### config.mk
export PLATFORM = sky130hd
export DESIGN_NAME = dark_line_clamp
export DESIGN_NICKNAME = d
export VERILOG_FILES = /design/src/rtl/dlc_pkg.sv /design/src/rtl/dlc_position.sv /design/src/rtl/dlc_dark_accum.sv /design/src/rtl/dlc_correct.sv /design/src/rtl/dark_line_clamp.sv
export SDC_FILE = /design/constraint.sdc
export NUM_CORES = 1
export LEC_CHECK = 0
export BUFFER_PORTS_ARGS = -buffer_cell sky130_fd_sc_hd__buf_2
export CAP_MARGIN = 40
export CORE_MARGIN = 8
export CORE_UTILIZATION = 25
export DETAILED_ROUTE_END_ITERATION = 6
export HOLD_SLACK_MARGIN = 0.05
export PLACE_DENSITY = 0.43
export SYNTH_ARGS = -nofsm -noshare
export SYNTH_HDL_FRONTEND = slang
export SYNTH_SLANG_ARGS = --single-unit
export TNS_END_PERCENT = 50
### constraint.sdc
create_clock -name clk -period 12.7 [get_ports clk]
set_clock_uncertainty 0.2 [all_clocks]
set_input_delay 1.905 -clock clk [delete_from_list [all_inputs] [get_ports clk]]
set_output_delay 1.905 -clock clk [all_outputs]
set_load 0.02 [all_outputs]
### src/rtl/dlc_pkg.sv
// Shared types for the dark-column line clamp.
package dlc_pkg;
    // Region of a pixel position within one channel's line.
    typedef enum logic [2:0] {
        REG_DUMMY   = 3'd0,
        REG_DARK    = 3'd1,
        REG_BUFFER  = 3'd2,
        REG_ACTIVE  = 3'd3,
        REG_OVERCLK = 3'd4
    } region_e;
endpackage

### src/rtl/dlc_position.sv
// Position counter and region classifier.
// Counts valid pixels since the last line start and maps the count to a
// region. It also flags the trusted (inner) dark samples and the last one.
// Assumes: line_start in the same cycle as a pixel makes that pixel position 0.
module dlc_position import dlc_pkg::*; #(
    parameter int DUMMY_N  = 11,
    parameter int DARK_N   = 22,
    parameter int TRIM_N   = 1,
    parameter int BUF_N    = 12,
    parameter int ACTIVE_N = 1648
) (
    input  logic    clk,
    input  logic    rst_n,
    input  logic    vld_i,
    input  logic    start_i,
    output region_e region_o,
    output logic    use_o,
    output logic    last_o
);
    localparam int OVC_LO = DUMMY_N + DARK_N + BUF_N + ACTIVE_N;
    localparam int POS_W  = $clog2(OVC_LO + 1);
    localparam logic [POS_W-1:0] P_DARK   = POS_W'(DUMMY_N);
    localparam logic [POS_W-1:0] P_BUF    = POS_W'(DUMMY_N + DARK_N);
    localparam logic [POS_W-1:0] P_ACT    = POS_W'(DUMMY_N + DARK_N + BUF_N);
    localparam logic [POS_W-1:0] P_OVC    = POS_W'(OVC_LO);
    localparam logic [POS_W-1:0] P_USE_LO = POS_W'(DUMMY_N + TRIM_N);
    localparam logic [POS_W-1:0] P_USE_HI = POS_W'(DUMMY_N + DARK_N - TRIM_N - 1);

    logic [POS_W-1:0] pos_q;
    logic [POS_W-1:0] pos_eff;

    // Effective position of the current pixel: a line start restarts at zero.
    assign pos_eff = start_i ? '0 : pos_q;

    // Map the position onto a region tag.
    always_comb begin
        if (pos_eff < P_DARK)      region_o = REG_DUMMY;
        else if (pos_eff < P_BUF)  region_o = REG_DARK;
        else if (pos_eff < P_ACT)  region_o = REG_BUFFER;
        else if (pos_eff < P_OVC)  region_o = REG_ACTIVE;
        else                       region_o = REG_OVERCLK;
    end

    // Flag trusted inner dark columns and the final one.
    always_comb begin
        use_o  = (pos_eff >= P_USE_LO) && (pos_eff <= P_USE_HI);
        last_o = (pos_eff == P_USE_HI);
    end

    // Advance on each valid pixel, saturate in the overclock region.
    always_ff @(posedge clk) begin
        if (!rst_n)
            pos_q <= '0;
        else if (vld_i)
            pos_q <= (pos_eff == P_OVC) ? pos_eff : pos_eff + 1'b1;
        else if (start_i)
            pos_q <= '0;
    end

    // Position only grows inside a line.
    p_pos_monotonic_r2: assert property (@(posedge clk) disable iff (!rst_n)
        !start_i |=> pos_q >= $past(pos_q));
    // A pixel in the strobe cycle is position 0, so the next count is 1.
    p_start_with_pixel_r9: assert property (@(posedge clk) disable iff (!rst_n)
        (start_i && vld_i) |=> pos_q == POS_W'(1));
    // Overclock holds until the next line start.
    p_overclock_hold_r10: assert property (@(posedge clk) disable iff (!rst_n)
        (pos_q == P_OVC && !start_i) |=> pos_q == P_OVC);
endmodule

### src/rtl/dlc_dark_accum.sv
// Dark accumulator and averager.
// Sums the trusted dark samples of a line and, on the last one, loads the
// rounded average into the dark register. Division by N_USED uses a shift
// when N_USED is a power of two, and otherwise a multiply by a ceiling
// reciprocal, with enough fraction bits to match exact round-half-up.
// Assumes: N_USED >= 1 and DW small enough that the sum fits in 32 bits.
module dlc_dark_accum #(
    parameter int DW     = 12,
    parameter int N_USED = 20
) (
    input  logic          clk,
    input  logic          rst_n,
    input  logic          start_i,
    input  logic          vld_i,
    input  logic          use_i,
    input  logic          last_i,
    input  logic [DW-1:0] pix_i,
    output logic [DW-1:0] dark_o
);
    localparam int SUM_MAX = N_USED * ((1 << DW) - 1);
    localparam int SUM_W   = $clog2(SUM_MAX + 1);

    logic [SUM_W-1:0] acc_q;
    logic [SUM_W-1:0] acc_eff;
    logic [SUM_W-1:0] sum_nxt;
    logic [DW-1:0]    avg;

    // Sum including the current sample; a line start drops the old sum.
    assign acc_eff = start_i ? '0 : acc_q;
    assign sum_nxt = acc_eff + SUM_W'(pix_i);

    // Pick the divider variant from the sample count.
    generate
        if ((N_USED & (N_USED - 1)) == 0) begin : g_shift
            localparam int LOG2N = $clog2(N_USED);
            assign avg = DW'(({1'b0, sum_nxt} + (SUM_W+1)'(N_USED / 2)) >> LOG2N);
        end else begin : g_recip
            localparam int SHIFT = $clog2(2 * SUM_MAX * N_USED + 1);
            localparam longint RECIP = ((longint'(1) << SHIFT) + N_USED - 1) / N_USED;
            localparam int PW = SUM_W + SHIFT + 1;
            logic [PW-1:0] prod;
            assign prod = PW'(sum_nxt) * PW'(RECIP) + (PW'(1) << (SHIFT - 1));
            assign avg  = DW'(prod >> SHIFT);
        end
    endgenerate

    // Accumulate trusted samples and load the average on the last one.
    always_ff @(posedge clk) begin
        if (!rst_n) begin
            acc_q  <= '0;
            dark_o <= '0;
        end else begin
            if (vld_i && use_i)
                acc_q <= sum_nxt;
            else if (start_i)
                acc_q <= '0;
            if (vld_i && last_i)
                dark_o <= avg;
        end
    end

    // The estimate changes only on the last trusted sample.
    p_dark_hold_r4: assert property (@(posedge clk) disable iff (!rst_n)
        !(vld_i && last_i) |=> $stable(dark_o));
    // A bare line start empties the sum.
    p_sum_cleared_r8: assert property (@(posedge clk) disable iff (!rst_n)
        (start_i && !(vld_i && use_i)) |=> acc_q == '0);
    // Loaded value lies within half a step of sum/N.
    p_avg_round_r3: assert property (@(posedge clk) disable iff (!rst_n)
        (vld_i && last_i) |=>
        (2 * longint'(dark_o) * N_USED <= 2 * longint'($past(sum_nxt)) + N_USED) &&
        (2 * longint'(dark_o) * N_USED + N_USED > 2 * longint'($past(sum_nxt))));
endmodule

### src/rtl/dlc_correct.sv
// Output stage: subtracts the dark level from active pixels, clamped at
// zero, and passes all other regions unchanged. Registers value, tag, valid.
// Assumes: dark_i does not change in a cycle that carries an active pixel.
module dlc_correct import dlc_pkg::*; #(
    parameter int DW = 12
) (
    input  logic          clk,
    input  logic          rst_n,
    input  logic          vld_i,
    input  region_e       region_i,
    input  logic [DW-1:0] pix_i,
    input  logic [DW-1:0] dark_i,
    output logic          out_vld_o,
    output logic [DW-1:0] out_pix_o,
    output region_e       out_tag_o
);
    logic [DW-1:0] corr;

    // Clamped subtraction for active pixels, pass-through otherwise.
    always_comb begin
        if (region_i == REG_ACTIVE)
            corr = (pix_i > dark_i) ? pix_i - dark_i : '0;
        else
            corr = pix_i;
    end

    // Output register stage.
    always_ff @(posedge clk) begin
        if (!rst_n) begin
            out_vld_o <= 1'b0;
            out_pix_o <= '0;
            out_tag_o <= REG_DUMMY;
        end else begin
            out_vld_o <= vld_i;
            out_pix_o <= corr;
            out_tag_o <= region_i;
        end
    end

    // A corrected active pixel never exceeds its raw value.
    p_active_not_above_raw_r5: assert property (@(posedge clk) disable iff (!rst_n)
        (out_vld_o && out_tag_o == REG_ACTIVE) |-> out_pix_o <= $past(pix_i));
    // Non-active regions leave the value untouched.
    p_passthrough_r6: assert property (@(posedge clk) disable iff (!rst_n)
        (out_vld_o && out_tag_o != REG_ACTIVE) |-> out_pix_o == $past(pix_i));
endmodule

### src/rtl/dark_line_clamp.sv
// Dark-column line clamp for one readout channel.
// Classifies each pixel position of a line, averages the inner dark
// columns and subtracts that level from the active pixels that follow.
// Assumes: TRIM_N + BUF_N >= 0 gap, so the dark level settles before the
// first active pixel; DARK_N > 2*TRIM_N.
module dark_line_clamp #(
    parameter int DW       = 12,
    parameter int DUMMY_N  = 11,
    parameter int DARK_N   = 22,
    parameter int TRIM_N   = 1,
    parameter int BUF_N    = 12,
    parameter int ACTIVE_N = 1648
) (
    input  logic          clk,
    input  logic          rst_n,
    input  logic          pix_vld,
    input  logic [DW-1:0] pix_data,
    input  logic          line_start,
    output logic          out_vld,
    output logic [DW-1:0] out_data,
    output logic [2:0]    out_region,
    output logic [DW-1:0] dark_level
);
    import dlc_pkg::*;

    localparam int N_USED = DARK_N - 2 * TRIM_N;

    region_e region;
    region_e out_tag;
    logic    use_dark;
    logic    last_dark;

    dlc_position #(
        .DUMMY_N(DUMMY_N), .DARK_N(DARK_N), .TRIM_N(TRIM_N),
        .BUF_N(BUF_N), .ACTIVE_N(ACTIVE_N)
    ) u_pos (
        .clk(clk), .rst_n(rst_n), .vld_i(pix_vld), .start_i(line_start),
        .region_o(region), .use_o(use_dark), .last_o(last_dark)
    );

    dlc_dark_accum #(.DW(DW), .N_USED(N_USED)) u_dark (
        .clk(clk), .rst_n(rst_n), .start_i(line_start), .vld_i(pix_vld),
        .use_i(use_dark), .last_i(last_dark), .pix_i(pix_data),
        .dark_o(dark_level)
    );

    dlc_correct #(.DW(DW)) u_corr (
        .clk(clk), .rst_n(rst_n), .vld_i(pix_vld), .region_i(region),
        .pix_i(pix_data), .dark_i(dark_level), .out_vld_o(out_vld),
        .out_pix_o(out_data), .out_tag_o(out_tag)
    );

    // Expose the tag as a plain vector.
    assign out_region = out_tag;

    // Output valid tracks input valid with one cycle of latency.
    p_latency_r7: assert property (@(posedge clk) disable iff (!rst_n)
        pix_vld |=> out_vld);
endmodule

==> results.sh <==
export IMPL_status="completed"
export IMPL_drv_cap=0
export IMPL_drt_pass1_iterations=5
export IMPL_die_width_um=205.5
export IMPL_critPathArrivalTime_ns=11.89
export IMPL_crit_path_frequent_cell="a21oi_1"
export IMPL_synth_nets=1314
export IMPL_critPathKind="in2reg"
export IMPL_vdd_drop_max_v=0.0001853
export IMPL_ctsResizeCount=0
export IMPL_cp_start_kind="input port"
export IMPL_grt_util_all_layers_pct=12.17
export IMPL_grt_pass1_wl_um=40730
export IMPL_synth_warnings=0
export IMPL_clockRootBuffer="clkbuf_16"
export IMPL_gp_congestion=0.8389
export IMPL_tightest_slew_ns=0.8814
export IMPL_critPathMaxStageDelay_ns=0.55
export IMPL_synth_area_um2=8975
export IMPL_design_area_um2=9940
export IMPL_finalHoldViolations=0
export IMPL_slowest_stage="fa_1"
export IMPL_pin_count=44
export IMPL_fin_hold_ws_ns=0.3218
export IMPL_io_buffers=43
export IMPL_numPlacedInstances=1557
export IMPL_drc_errors=0
export IMPL_synthDistinctLibCells=65
export IMPL_grt_ovfl_total=0
export IMPL_hpwl_um=22080
export IMPL_viasPerCell=4.587
export IMPL_synth_edf_count=0
export IMPL_clock_sinks=56
export IMPL_path_clk_slew_ns=0.08
export IMPL_wl_per_cell_um=16.20
export IMPL_maxSlewHeadroom_pct=40.82
export IMPL_fmax_mhz=83.98
export IMPL_drt_iter0_drc=355
export IMPL_power_w=0.001821
export IMPL_mostFrequentLayoutCells="inv_1 (194), ha_1 (154), fa_1 (82), nor2_1 (80), dfxtp_1 (56)"
export IMPL_powerDensity_nw_per_um2=183.3
export IMPL_drt_total_wl_um=25360
export IMPL_worstPathRequired_ns=12.69
export IMPL_endpoint_kind="flop"
export IMPL_grt_pass1_vias=7300
export IMPL_initial_utilization_pct=25.29
export IMPL_diodes=0
export IMPL_clk_latency_ns=0.30
export IMPL_regToRegSetupSlack_ns=2.39
export IMPL_rsz0062_at_grt="false"
export IMPL_postCtsHoldBufs=0
export IMPL_slew_violations=0
export IMPL_setup_viol=0
export IMPL_grt_max_degree=43
export IMPL_clock_path_buffers=2
export IMPL_die_area_um2=42220
export IMPL_row_count=69
export IMPL_period_minus_slack_ns=11.91
export IMPL_die_y_um=205.5
export IMPL_final_nets=1355
export IMPL_ys_async_sr_fraction_pct=0
export IMPL_drive_above_1_share_pct=7.790
export IMPL_instances_no_fill=1565
export IMPL_leakage_nw=4.901
export IMPL_avgSynthCellArea_um2=8.451
export IMPL_netlist_instances=1062
export IMPL_worst_path_max_fanout=32
export IMPL_worstHoldPathType="reg2reg"
export IMPL_syn2layout_area_growth_pct=10.75
export IMPL_coreArea_um2=35480
export IMPL_cts_buffers=5
export IMPL_cts_tree="done"
export IMPL_post_cts_buffers=0
export IMPL_fin_crit_sh_pct=93.76
export IMPL_num_vias=7178
export IMPL_ant_nets=0
export IMPL_ys_seq_area_share_pct=12.49
export IMPL_dpl_cell_area_um2=9784
export IMPL_antenna_found_initial=0
export IMPL_ys_flop_type="dfxtp_1"
export IMPL_ctsHtreeMaxLevel=2
export IMPL_synth_seq_cells=56
export IMPL_layout_cells_most_common="inv_1"
export IMPL_tns_ns=0
## critical path, delay by kind of cell
| family | cells | cell delay, ns |
|---|---|---|
| AO/OA/AOI/OAI | 13 | 3.27 |
| XOR/XNOR | 3 | 0.96 |
| adder cells (fa/ha/maj) | 8 | 3.23 |
| buffers and inverters | 6 | 0.84 |
| AND/OR/NAND/NOR | 8 | 1.65 |
## power breakdown
group	internal [W]	leakage (nW)	total, W	switching [W]
combinational	0.000573	4.38	0.00150	0.000928
clock	0.0000739	0.0671	0.000141	0.0000676
sequential	0.000179	0.455	0.000180	0.00000117
## final timing paths
kind / endpoint / depth (start not counted) / from
worst max-delay path: u_dark.dark_o[11] / 38 / line_start
worst min-delay path: u_dark.dark_o[1] / 2 / u_dark.dark_o[1]
worst max register to register: u_dark.dark_o[11] / 39 / u_dark.acc_q[0]
worst min register to register: u_dark.dark_o[1] / 2 / u_dark.dark_o[1]
## synthesized netlist by cell type, types with 3 or more instances
library cell	instances	share of area, %
a211oi_1	9	0.75
a21boi_0	6	0.50
a21o_1	22	1.8
a21oi_1	47	2.6
a22oi_1	13	1.1
a31oi_1	3	0.21
and2_1	10	0.70
and3_1	8	0.56
and4_1	5	0.49
clkbuf_1	21	0.88
dfxtp_1	56	12
fa_1	82	18
ha_1	154	21
inv_1	194	8.1
mux2i_1	18	2.0
nand2_1	51	2.1
nand2b_1	12	0.84
nand3_1	22	1.2
nand3b_1	3	0.25
nand4_1	10	0.70
nor2_1	81	3.4
nor2b_1	21	1.5
nor3_1	19	1.1
nor4_1	5	0.35
o2111ai_1	6	0.59
o211ai_1	6	0.50
o21a_1	4	0.33
o21ai_0	36	2.0
o21bai_1	5	0.42
o31ai_1	3	0.25
or2_2	10	0.70
or3_1	8	0.56
or4_1	3	0.25
xnor2_1	41	4.0
xor2_1	29	2.8
## layer usage
metal	wire length [um]	vias to the layer above	track usage (%)
li1	-	3647	-
met1	12080	3412	16.26
met2	11990	93	20.57
met3	695	26	1.212
met4	590	0	3.344
met5	0	-	0
## area by class of cell
cell class | instances | area, um2
Multi-Input combinational cell | 789 | 7052
Sequential cell | 56 | 1121
Clock inverter | 2 | 16.27
Clock buffer | 6 | 128.9
Tap cell | 461 | 576.8
Fill cell | 3825 | 25540
Timing Repair Buffer | 56 | 312.8
Inverter | 195 | 732.0
## registers in the layout, indices dropped and copies added, names as in the netlist
signal / flops
u_dark.acc_q: 17
u_corr.out_pix_o: 12
u_dark.dark_o: 12
u_pos.pos_q: 11
u_corr.out_tag_o: 3
u_corr.out_vld_o: 1
## through the flow
step / utilization [%] / setup WS (ns)
final: 28.01 / 0.7929
after detailed placement: 27.58 / 0.3661
after CTS: 27.98 / 0.6121
after global placement: 27.55 / 0.4616
after global routing: 28.01 / 0.05289
after floorplan: - / 1.067
## logic make-up after synthesis
family | Yosys count | share of synthesized area, %
simple gates | 280 | 15.91
fa+ha+maj | 236 | 39.76
buf+inv | 217 | 9.118
compound gates | 185 | 13.89
xor+xnor | 70 | 6.831
flops | 56 | 12.49
mux | 18 | 2.007
Note: power is estimated with default switching activity, not from simulation.
